<file path="src/rtl/ptw_pkg.sv">
package ptw_pkg;
  localparam int VA_USED     = 48;
  localparam int PA_W        = 40;
  localparam int LEVELS      = 4;
  localparam int IDX_W       = 9;
  localparam int PG_SHIFT    = 12;
  localparam int LARGE_LVL   = 2;
  localparam int ENT_LOG     = PG_SHIFT - IDX_W;
  localparam int LVL_W       = $clog2(LEVELS);
  localparam int BASE_W      = PA_W - PG_SHIFT;
  localparam int LARGE_SHIFT = PG_SHIFT + IDX_W;
  localparam int ENT_W       = 64;
  localparam int BIT_PRESENT = 0;
  localparam int BIT_WRITE   = 1;
  localparam int BIT_LARGE   = 7;
  localparam int BIT_NOEXEC  = 63;

  typedef enum logic [1:0] {
    ACC_READ  = 2'd0,
    ACC_WRITE = 2'd1,
    ACC_FETCH = 2'd2
  } accKind_t;

  typedef enum logic [2:0] {
    FLT_NONE       = 3'd0,
    FLT_NONCANON   = 3'd1,
    FLT_NOTPRESENT = 3'd2,
    FLT_WRITEPROT  = 3'd3,
    FLT_NOEXEC     = 3'd4
  } fault_t;

  typedef struct packed {
    logic accept;
    logic reject;
    logic descend;
    logic resolve;
  } strobe_t;
endpackage

</file>
<file path="src/rtl/ptw_ctrl.sv">
module ptw_ctrl
  import ptw_pkg::*;
(
  input  logic    clk,
  input  logic    rstN,
  input  logic    reqValid,
  input  logic    vaCanonical,
  input  logic    memRspValid,
  input  logic    entryPresent,
  input  logic    entryLeaf,
  output strobe_t strobe,
  output logic    busy,
  output logic    memReqValid,
  output logic    done
);
  typedef enum logic [1:0] {S_IDLE, S_ISSUE, S_WAIT, S_FINISH} state_t;
  state_t state, stateNext;

  always_comb begin
    stateNext = state;
    strobe    = '0;
    unique case (state)
      S_IDLE: begin
        if (reqValid) begin
          strobe.accept = 1'b1;
          if (!vaCanonical) begin
            strobe.reject = 1'b1;
            stateNext     = S_FINISH;
          end else begin
            stateNext = S_ISSUE;
          end
        end
      end
      S_ISSUE: stateNext = S_WAIT;
      S_WAIT: begin
        if (memRspValid) begin
          if (!entryPresent || entryLeaf) begin
            strobe.resolve = 1'b1;
            stateNext      = S_FINISH;
          end else begin
            strobe.descend = 1'b1;
            stateNext      = S_ISSUE;
          end
        end
      end
      S_FINISH: stateNext = S_IDLE;
      default:  stateNext = S_IDLE;
    endcase
  end

  always_ff @(posedge clk) begin
    if (!rstN) state <= S_IDLE;
    else       state <= stateNext;
  end

  assign busy        = (state != S_IDLE);
  assign memReqValid = (state == S_ISSUE);
  assign done        = (state == S_FINISH);
endmodule

</file>
<file path="src/rtl/ptw_dpath.sv">
module ptw_dpath
  import ptw_pkg::*;
(
  input  logic             clk,
  input  logic             rstN,
  input  strobe_t          strobe,
  input  logic [63:0]      reqVaddr,
  input  logic [1:0]       reqKind,
  input  logic [PA_W-1:0]  rootBase,
  input  logic [ENT_W-1:0] memRspData,
  output logic             vaCanonical,
  output logic             entryPresent,
  output logic             entryLeaf,
  output logic [PA_W-1:0]  memReqAddr,
  output logic [PA_W-1:0]  physAddr,
  output logic [2:0]       faultCode,
  output logic [LVL_W-1:0] faultLevel
);
  logic [VA_USED-1:0] vaReg;
  accKind_t           kindReg;
  logic [BASE_W-1:0]  tblBase;
  logic [LVL_W-1:0]   level;
  logic               nxAcc, roAcc;
  fault_t             faultReg;
  logic               nxNow, roNow, atLast;
  logic [PA_W-1:0]    leafPa;

  // sign-extension check on the unused upper bits
  assign vaCanonical = (&reqVaddr[63:VA_USED-1]) | ~(|reqVaddr[63:VA_USED-1]);

  logic [IDX_W-1:0] idxAt [LEVELS];
  for (genvar g = 0; g < LEVELS; g++) begin : g_idx
    assign idxAt[g] = vaReg[PG_SHIFT + IDX_W*(LEVELS-1-g) +: IDX_W];
  end

  assign memReqAddr   = {tblBase, idxAt[level], {ENT_LOG{1'b0}}};
  assign atLast       = (level == LVL_W'(LEVELS-1));
  assign entryPresent = memRspData[BIT_PRESENT];
  assign entryLeaf    = atLast ||
                        ((level == LVL_W'(LARGE_LVL)) && memRspData[BIT_LARGE]);
  assign nxNow        = nxAcc | memRspData[BIT_NOEXEC];
  assign roNow        = roAcc | ~memRspData[BIT_WRITE];
  assign leafPa       = atLast ? {memRspData[PA_W-1:PG_SHIFT], vaReg[PG_SHIFT-1:0]}
                               : {memRspData[PA_W-1:LARGE_SHIFT], vaReg[LARGE_SHIFT-1:0]};

  always_ff @(posedge clk) begin
    if (!rstN) begin
      vaReg      <= '0;
      kindReg    <= ACC_READ;
      tblBase    <= '0;
      level      <= '0;
      nxAcc      <= 1'b0;
      roAcc      <= 1'b0;
      physAddr   <= '0;
      faultReg   <= FLT_NONE;
      faultLevel <= '0;
    end else if (strobe.accept) begin
      vaReg      <= reqVaddr[VA_USED-1:0];
      kindReg    <= accKind_t'(reqKind);
      tblBase    <= rootBase[PA_W-1:PG_SHIFT];
      level      <= '0;
      nxAcc      <= 1'b0;
      roAcc      <= 1'b0;
      physAddr   <= '0;
      faultLevel <= '0;
      faultReg   <= strobe.reject ? FLT_NONCANON : FLT_NONE;
    end else if (strobe.descend) begin
      tblBase <= memRspData[PA_W-1:PG_SHIFT];
      level   <= level + 1'b1;
      nxAcc   <= nxNow;
      roAcc   <= roNow;
    end else if (strobe.resolve) begin
      physAddr <= '0;
      if (!entryPresent) begin
        faultReg   <= FLT_NOTPRESENT;
        faultLevel <= level;
      end else if (kindReg == ACC_WRITE && roNow) begin
        faultReg <= FLT_WRITEPROT;
      end else if (kindReg == ACC_FETCH && nxNow) begin
        faultReg <= FLT_NOEXEC;
      end else begin
        faultReg <= FLT_NONE;
        physAddr <= leafPa;
      end
    end
  end

  assign faultCode = faultReg;
endmodule

</file>
<file path="src/rtl/pt_walker.sv">
module pt_walker
  import ptw_pkg::*;
(
  input  logic             clk,
  input  logic             rstN,
  input  logic             reqValid,
  input  logic [63:0]      reqVaddr,
  input  logic [1:0]       reqKind,
  input  logic [PA_W-1:0]  rootBase,
  output logic             busy,
  output logic             memReqValid,
  output logic [PA_W-1:0]  memReqAddr,
  input  logic             memRspValid,
  input  logic [ENT_W-1:0] memRspData,
  output logic             done,
  output logic [PA_W-1:0]  physAddr,
  output logic [2:0]       faultCode,
  output logic [LVL_W-1:0] faultLevel
);
  strobe_t strobe;
  logic    vaCanonical, entryPresent, entryLeaf;

  ptw_ctrl i_ctrl (
    .clk(clk), .rstN(rstN), .reqValid(reqValid), .vaCanonical(vaCanonical),
    .memRspValid(memRspValid), .entryPresent(entryPresent), .entryLeaf(entryLeaf),
    .strobe(strobe), .busy(busy), .memReqValid(memReqValid), .done(done)
  );

  ptw_dpath i_dpath (
    .clk(clk), .rstN(rstN), .strobe(strobe), .reqVaddr(reqVaddr), .reqKind(reqKind),
    .rootBase(rootBase), .memRspData(memRspData), .vaCanonical(vaCanonical),
    .entryPresent(entryPresent), .entryLeaf(entryLeaf), .memReqAddr(memReqAddr),
    .physAddr(physAddr), .faultCode(faultCode), .faultLevel(faultLevel)
  );
endmodule

</file>
<file path="config.mk">
export PLATFORM = sky130hd
export DESIGN_NAME = pt_walker
export DESIGN_NICKNAME = d
export VERILOG_FILES = /design/src/rtl/ptw_pkg.sv /design/src/rtl/ptw_ctrl.sv /design/src/rtl/ptw_dpath.sv /design/src/rtl/pt_walker.sv
export SDC_FILE = /design/constraint.sdc
export NUM_CORES = 1
export LEC_CHECK = 0
export BUFFER_PORTS_ARGS = -buffer_cell sky130_fd_sc_hd__buf_2
export CORE_MARGIN = 2
export CORE_UTILIZATION = 50
export DETAILED_ROUTE_END_ITERATION = 10
export PLACE_DENSITY = 0.85
export SYNTH_ARGS = -nofsm -noshare
export SYNTH_HDL_FRONTEND = slang
export SYNTH_SLANG_ARGS = --single-unit
</file>
<file path="constraint.sdc">
create_clock -name clk -period 3.7 [get_ports clk]
set_input_delay 0.74 -clock clk [delete_from_list [all_inputs] [get_ports clk]]
set_output_delay 0.74 -clock clk [all_outputs]
set_load 0.1 [all_outputs]
</file>
; ---- After elaboration in Yosys (flattened, before gate mapping)
; Cells that the tools add are included.
[word_totals]
reg_bits = 129
inputBits = 174
output_inout_bits = 88
wordCells = 76
[classes]
addsub = 1
magnitude_cmp = 1
eq_ne = 10
n_mux = 28
bitwise = 9
n_reduce_logical = 17
[ops]
columns = operator, n
row1 = 2-to-1 mux 40 bit, 3
row2 = 2-to-1 mux 28 bit, 2
row3 = 2-to-1 mux 21 bit, 1
row4 = binary-select mux 9 bit (select 2 bit), 1
row5 = 2-to-1 mux 3 bit, 6
row6 = 2-to-1 mux 9 bit, 2
row7 = AND reduction 17 bit, 1
row8 = OR reduction 17 bit, 1
row9 = 2-to-1 mux 2 bit, 8
row10 = equality test 2 bit (second input constant), 5
row11 = one-hot mux 2 bit (4 select lines), 1
row12 = AND reduction 2 bit, 3
row13 = nonzero test 2 bit, 3
row14 = inverter 1 bit, 5
row15 = equality test 2 x 1 -> 1 bit (second input constant), 2
row16 = 2-to-1 mux 1 bit, 4
row17 = != test 2 bit (second input constant), 2
row18 = >= comparator 3 bit (second input constant), 1
row19 = logical AND 1 bit, 3
row20 = inverter 2 -> 3 bit, 1
row21 = bitwise OR 1 bit, 3
row22 = AND reduction 3 bit, 1
row23 = adder 2 x 1 -> 2 bit (second input constant), 1
row24 = logical NOT 2 bit, 1
row25 = other kinds (4), 5

; ---- Longest topological paths before layout
[depth]
depth_word = 10
ltp_mapped = 10

; ---- By module
; Synthesis repeated with hierarchy kept, for this count alone.
[unflattened]
cells_unflattened = 567
area_unflattened_um2 = 5675.4
[by_module_without_submodules]
columns = mod, instances, cells_per_inst, area_each_um2
row1 = ptw_dpath, 1, 546, 5512.8
row2 = ptw_ctrl, 1, 21, 162.7

; ---- Worst setup path before layout
; No wires, ideal clock.
[synth_path]
kind = register to output
from = register i_dpath.level[0]
to = output port memReqAddr[4]
t_arrival_ns = 1.467
slack_ns = 1.493
stages_incl_launch_ff = 3
path_cell_list = dfxtp_1 buf_2 mux4_2
[synth_via]
elab_chain_cells = 4
[synth_lines]
columns = element, line
row1 = start: declaration, ptw_dpath.sv:22  ; logic [LVL_W-1:0] level;
row2 = start signal: assignment, ptw_dpath.sv:69  ; level <= level + 1'b1;
row3 = inverter 2 -> 3 bit (implied by the code), ptw_dpath.sv:36  ; assign memReqAddr = {tblBase, idxAt[level], {ENT_LOG{1'b0}}};
row4 = binary-select mux 9 bit (select 2 bit), ptw_dpath.sv:36
row5 = 2-to-1 mux 9 bit (implied by the code) (2 in a row), ptw_dpath.sv:36
row6 = end: declaration, pt_walker.sv:12  ; output logic [PA_W-1:0] memReqAddr,
; No other way between the ends. The select of a mux whose other input is x is not followed.

; ---- Final worst setup path
[layout_path]
from = register i_dpath.level[0]
to = output port memReqAddr[7]
; The elaborated chain is that of the path after synthesis.

==> reports/summary.json <==
{
  "routed_wire_length_per_instance": {"value": 15.2, "unit": "um"},
  "leakagePower": {"value": 3.04, "unit": "nW"},
  "synth.avg_cell_area": {"value": 9.03, "unit": "um2"},
  "post_synth_arst_share": {"value": 0},
  "required": {"value": 2.96, "unit": "ns"},
  "finalCriticalPeriod": {"value": 2.70, "unit": "ns"},
  "area_delta_synth_final": {"value": 29.7, "unit": "%"},
  "cp_max_fo": {"value": 10},
  "clk_path_buf_depth": {"value": 2},
  "timing_worst_slew_pin_value": {"value": 0.962, "unit": "ns"},
  "initial_standard_cell_utilization_of_the_core": {"value": 0.512},
  "clkSinkCount": {"value": 129},
  "track_usage": {"value": 0.241},
  "number_of_enable_type_register_cells_in_the_synthesized_netlist": {"value": 0},
  "globalRouteOverflowTotal": {"value": 0},
  "setup_repair_after_global_routing_missed_its_margin": {"value": "false"},
  "power-per-cell-area": {"value": 610, "unit": "nW/um2"},
  "drt-total-wl": {"value": 14600, "unit": "um"},
  "cts_hold_repair.buffers": {"value": 0},
  "startpoint_type": {"value": "flop"},
  "die_h": {"value": 109, "unit": "um"},
  "placed_cell_area": {"value": 6600, "unit": "um2"},
  "finalClockSkew": {"value": 0.0146, "unit": "ns"},
  "antennaDiodeCount": {"value": 0},
  "synth.area.top_cells": {"value": "sky130_fd_sc_hd__dfxtp_1 (47%), sky130_fd_sc_hd__nand2_1 (11%), sky130_fd_sc_hd__a22oi_2 (9.1%)"},
  "number_of_cells_after_detailed_placement": {"value": 928},
  "firstDrtPassIters": {"value": 5},
  "netlist.area_leader.share": {"value": 0.467},
  "clock_transition_at_the_registers_of_the_reported_paths": {"value": 0.05, "unit": "ns"},
  "finalCritPeriodShare": {"value": 0.729},
  "fmaxAchievable": {"value": 371, "unit": "MHz"},
  "cap_viol_max_count": {"value": 0},
  "detailedRoute.firstIterationViolations": {"value": 279},
  "final_hold_viol_count": {"value": 0},
  "final-setup-viol-count": {"value": 0},
  "final_layout_size_suffix_gt1_frac": {"value": 0.441},
  "grt_start_max_net_pins": {"value": 53},
  "initial_antenna_violation_count": {"value": 1},
  "grt_first_pass_wirelength": {"value": 22500, "unit": "um"},
  "worstSetupPathType": {"value": "flop to output port"},
  "h_tree_level_count": {"value": 4},
  "cts_resized": {"value": 0},
  "ctsRootBufferMaster": {"value": "sky130_fd_sc_hd__clkbuf_8"},
  "synth-seq-area-share": {"value": 0.467},
  "clkLatencyLatePin": {"value": 0.49, "unit": "ns"},
  "tns": {"value": 0, "unit": "ns"},
  "timing.slew.headroom": {"value": 0.359},
  "fp.dieArea": {"value": 11900, "unit": "um2"},
  "fp.dieW": {"value": 109, "unit": "um"},
  "ys_warn_count": {"value": 0},
  "totalPowerFinal": {"value": 4.37, "unit": "mW"},
  "coreArea": {"value": 10800, "unit": "um2"},
  "synthMostInstantiatedCell": {"value": "sky130_fd_sc_hd__nand2_1"},
  "design.portCount": {"value": 262},
  "post_route_insts_no_fill": {"value": 960},
  "max-vdd-ir-drop": {"value": 358, "unit": "uV"},
  "cts_inserted_buffers": {"value": 17},
  "place.detailed.hpwl": {"value": 10400, "unit": "um"},
  "netlist.top_cell.by_area": {"value": "sky130_fd_sc_hd__dfxtp_1"},
  "synth-seq-cells": {"value": 129},
  "ys_top_cells_by_count": {"value": "sky130_fd_sc_hd__nand2_1 (164), sky130_fd_sc_hd__dfxtp_1 (129), sky130_fd_sc_hd__a21oi_1 (58)"},
  "final_nets": {"value": 983},
  "vias_per_cell": {"value": 5.21},
  "layout.cell_area.non_filler": {"value": 7170, "unit": "um2"},
  "mappedNetlistArea": {"value": 5530, "unit": "um2"},
  "portBuffers": {"value": 214},
  "worstPathArrival": {"value": 1.96, "unit": "ns"},
  "syn-instance-count": {"value": 612},
  "cp-end-kind": {"value": "output port"},
  "std_cell_rows": {"value": 38},
  "cts_setup_buffers": {"value": 0},
  "number_of_global_route_vias_before_repair": {"value": 4640},
  "timing_max_transition_violations_final": {"value": 0},
  "finalCoreUtilization": {"value": 0.664},
  "synth_cell_types": {"value": 36},
  "hold_crit_path_type": {"value": "flop to flop"},
  "replace_congestion": {"value": 0.801},
  "tritoncts": {"value": "done"},
  "detail_route.drc_violations": {"value": 0},
  "top_flip_flop_cell_by_instance_count_after_synthesis": {"value": "sky130_fd_sc_hd__dfxtp_1"},
  "postRouteAntennaNets": {"value": 0},
  "via_count": {"value": 5004},
  "status": {"value": "completed"}
}
-- path summary, 6_finish.rpt --
kind	end	cells past startpoint	slack, ns	startpoint
worst max-delay path	memReqAddr[7]	3	1.00	i_dpath.level[0]
worst min-delay path	i_dpath.faultCode[2]	2	0.45	i_dpath.faultCode[2]
worst min register to register	i_dpath.faultCode[2]	2	0.45	i_dpath.faultCode[2]
worst max register to register	i_ctrl.state[1]	7	1.27	i_dpath.level[0]
-- metrics by stage --
| step | hold WS, ns | setup WS [ns] |
|---|---|---|
| finish | 0.452 | 1.00 |
| global route | 0.469 | 0.894 |
| CTS | 0.454 | 0.970 |
| detailed placement | 0.447 | 1.13 |
| global placement | 0.438 | 1.15 |
| floorplan | 0.433 | 1.49 |
-- cell usage in the layout, fill, tap and decap left out, types with 9 or more instances in the layout --
cell                        Yosys  final
sky130_fd_sc_hd__a21oi_1       58     58
sky130_fd_sc_hd__a22oi_2       40     40
sky130_fd_sc_hd__a311oi_1      28     28
sky130_fd_sc_hd__buf_2         12    214
sky130_fd_sc_hd__buf_4          9     12
sky130_fd_sc_hd__clkbuf_16      0     16
sky130_fd_sc_hd__dfxtp_1      129    129
sky130_fd_sc_hd__mux2_2        10     10
sky130_fd_sc_hd__mux4_2         9      9
sky130_fd_sc_hd__nand2_1      164    162
sky130_fd_sc_hd__nor2_1        39     39
sky130_fd_sc_hd__nor2_2        40     40
-- state kept, by name, indices dropped and copies added (netlist names) --
name	cells
i_dpath.level	2
i_dpath.vaReg	48
i_dpath.nxAcc	1
i_dpath.roAcc	1
i_dpath.faultCode	3
i_dpath.tblBase	28
i_dpath.faultLevel	2
i_dpath.physAddr	40
i_dpath.kindReg	2
i_ctrl.state	2
-- final cells by class --
class | count | area [um2]
fillers | 882 | 3630
flip-flops and latches | 129 | 2580
multi-input cells | 428 | 2660
repair buffers | 226 | 1160
clock buffers | 23 | 457
inverters | 5 | 18.8
clock inverters | 9 | 108
well taps | 140 | 175
-- logic make-up after synthesis --
| group | synth area share |
|---|---|
| xor gates and xnor gates | 0.00159 |
| DFF | 0.467 |
| AOI/OAI and AO/OA | 0.198 |
| buffers and inverters | 0.0543 |
| other | 0.000679 |
| adders and majority gates | 0.00453 |
| muxes | 0.0589 |
| and+or+nand+nor | 0.214 |
-- critical path, cell delays in order, from the launching register on --
cell	delay (ns)
sky130_fd_sc_hd__dfxtp_1	0.37
sky130_fd_sc_hd__buf_4	0.25
sky130_fd_sc_hd__mux4_2	0.54
sky130_fd_sc_hd__buf_2	0.31
-- routing by layer --
| layer | GRT usage | wire length, um | up-vias | share of wire |
|---|---|---|---|---|
| li1 | - | - | 2496 | - |
| met1 | 0.292 | 6120 | 2323 | 0.42 |
| met2 | 0.419 | 7220 | 175 | 0.50 |
| met3 | 0.0652 | 1080 | 10 | 0.074 |
| met4 | 0.0659 | 146 | 0 | 0.010 |
| met5 | 0 | 0 | - | 0 |
-- power by group --
| group | total (mW) | switching [mW] | internal (mW) | leakage, nW |
|---|---|---|---|---|
| combinational | 1.21 | 0.950 | 0.257 | 1.71 |
| sequential | 1.59 | 0.0751 | 1.51 | 1.05 |
| clock | 1.57 | 0.580 | 0.994 | 0.272 |
(Power assumes the default switching activity.)
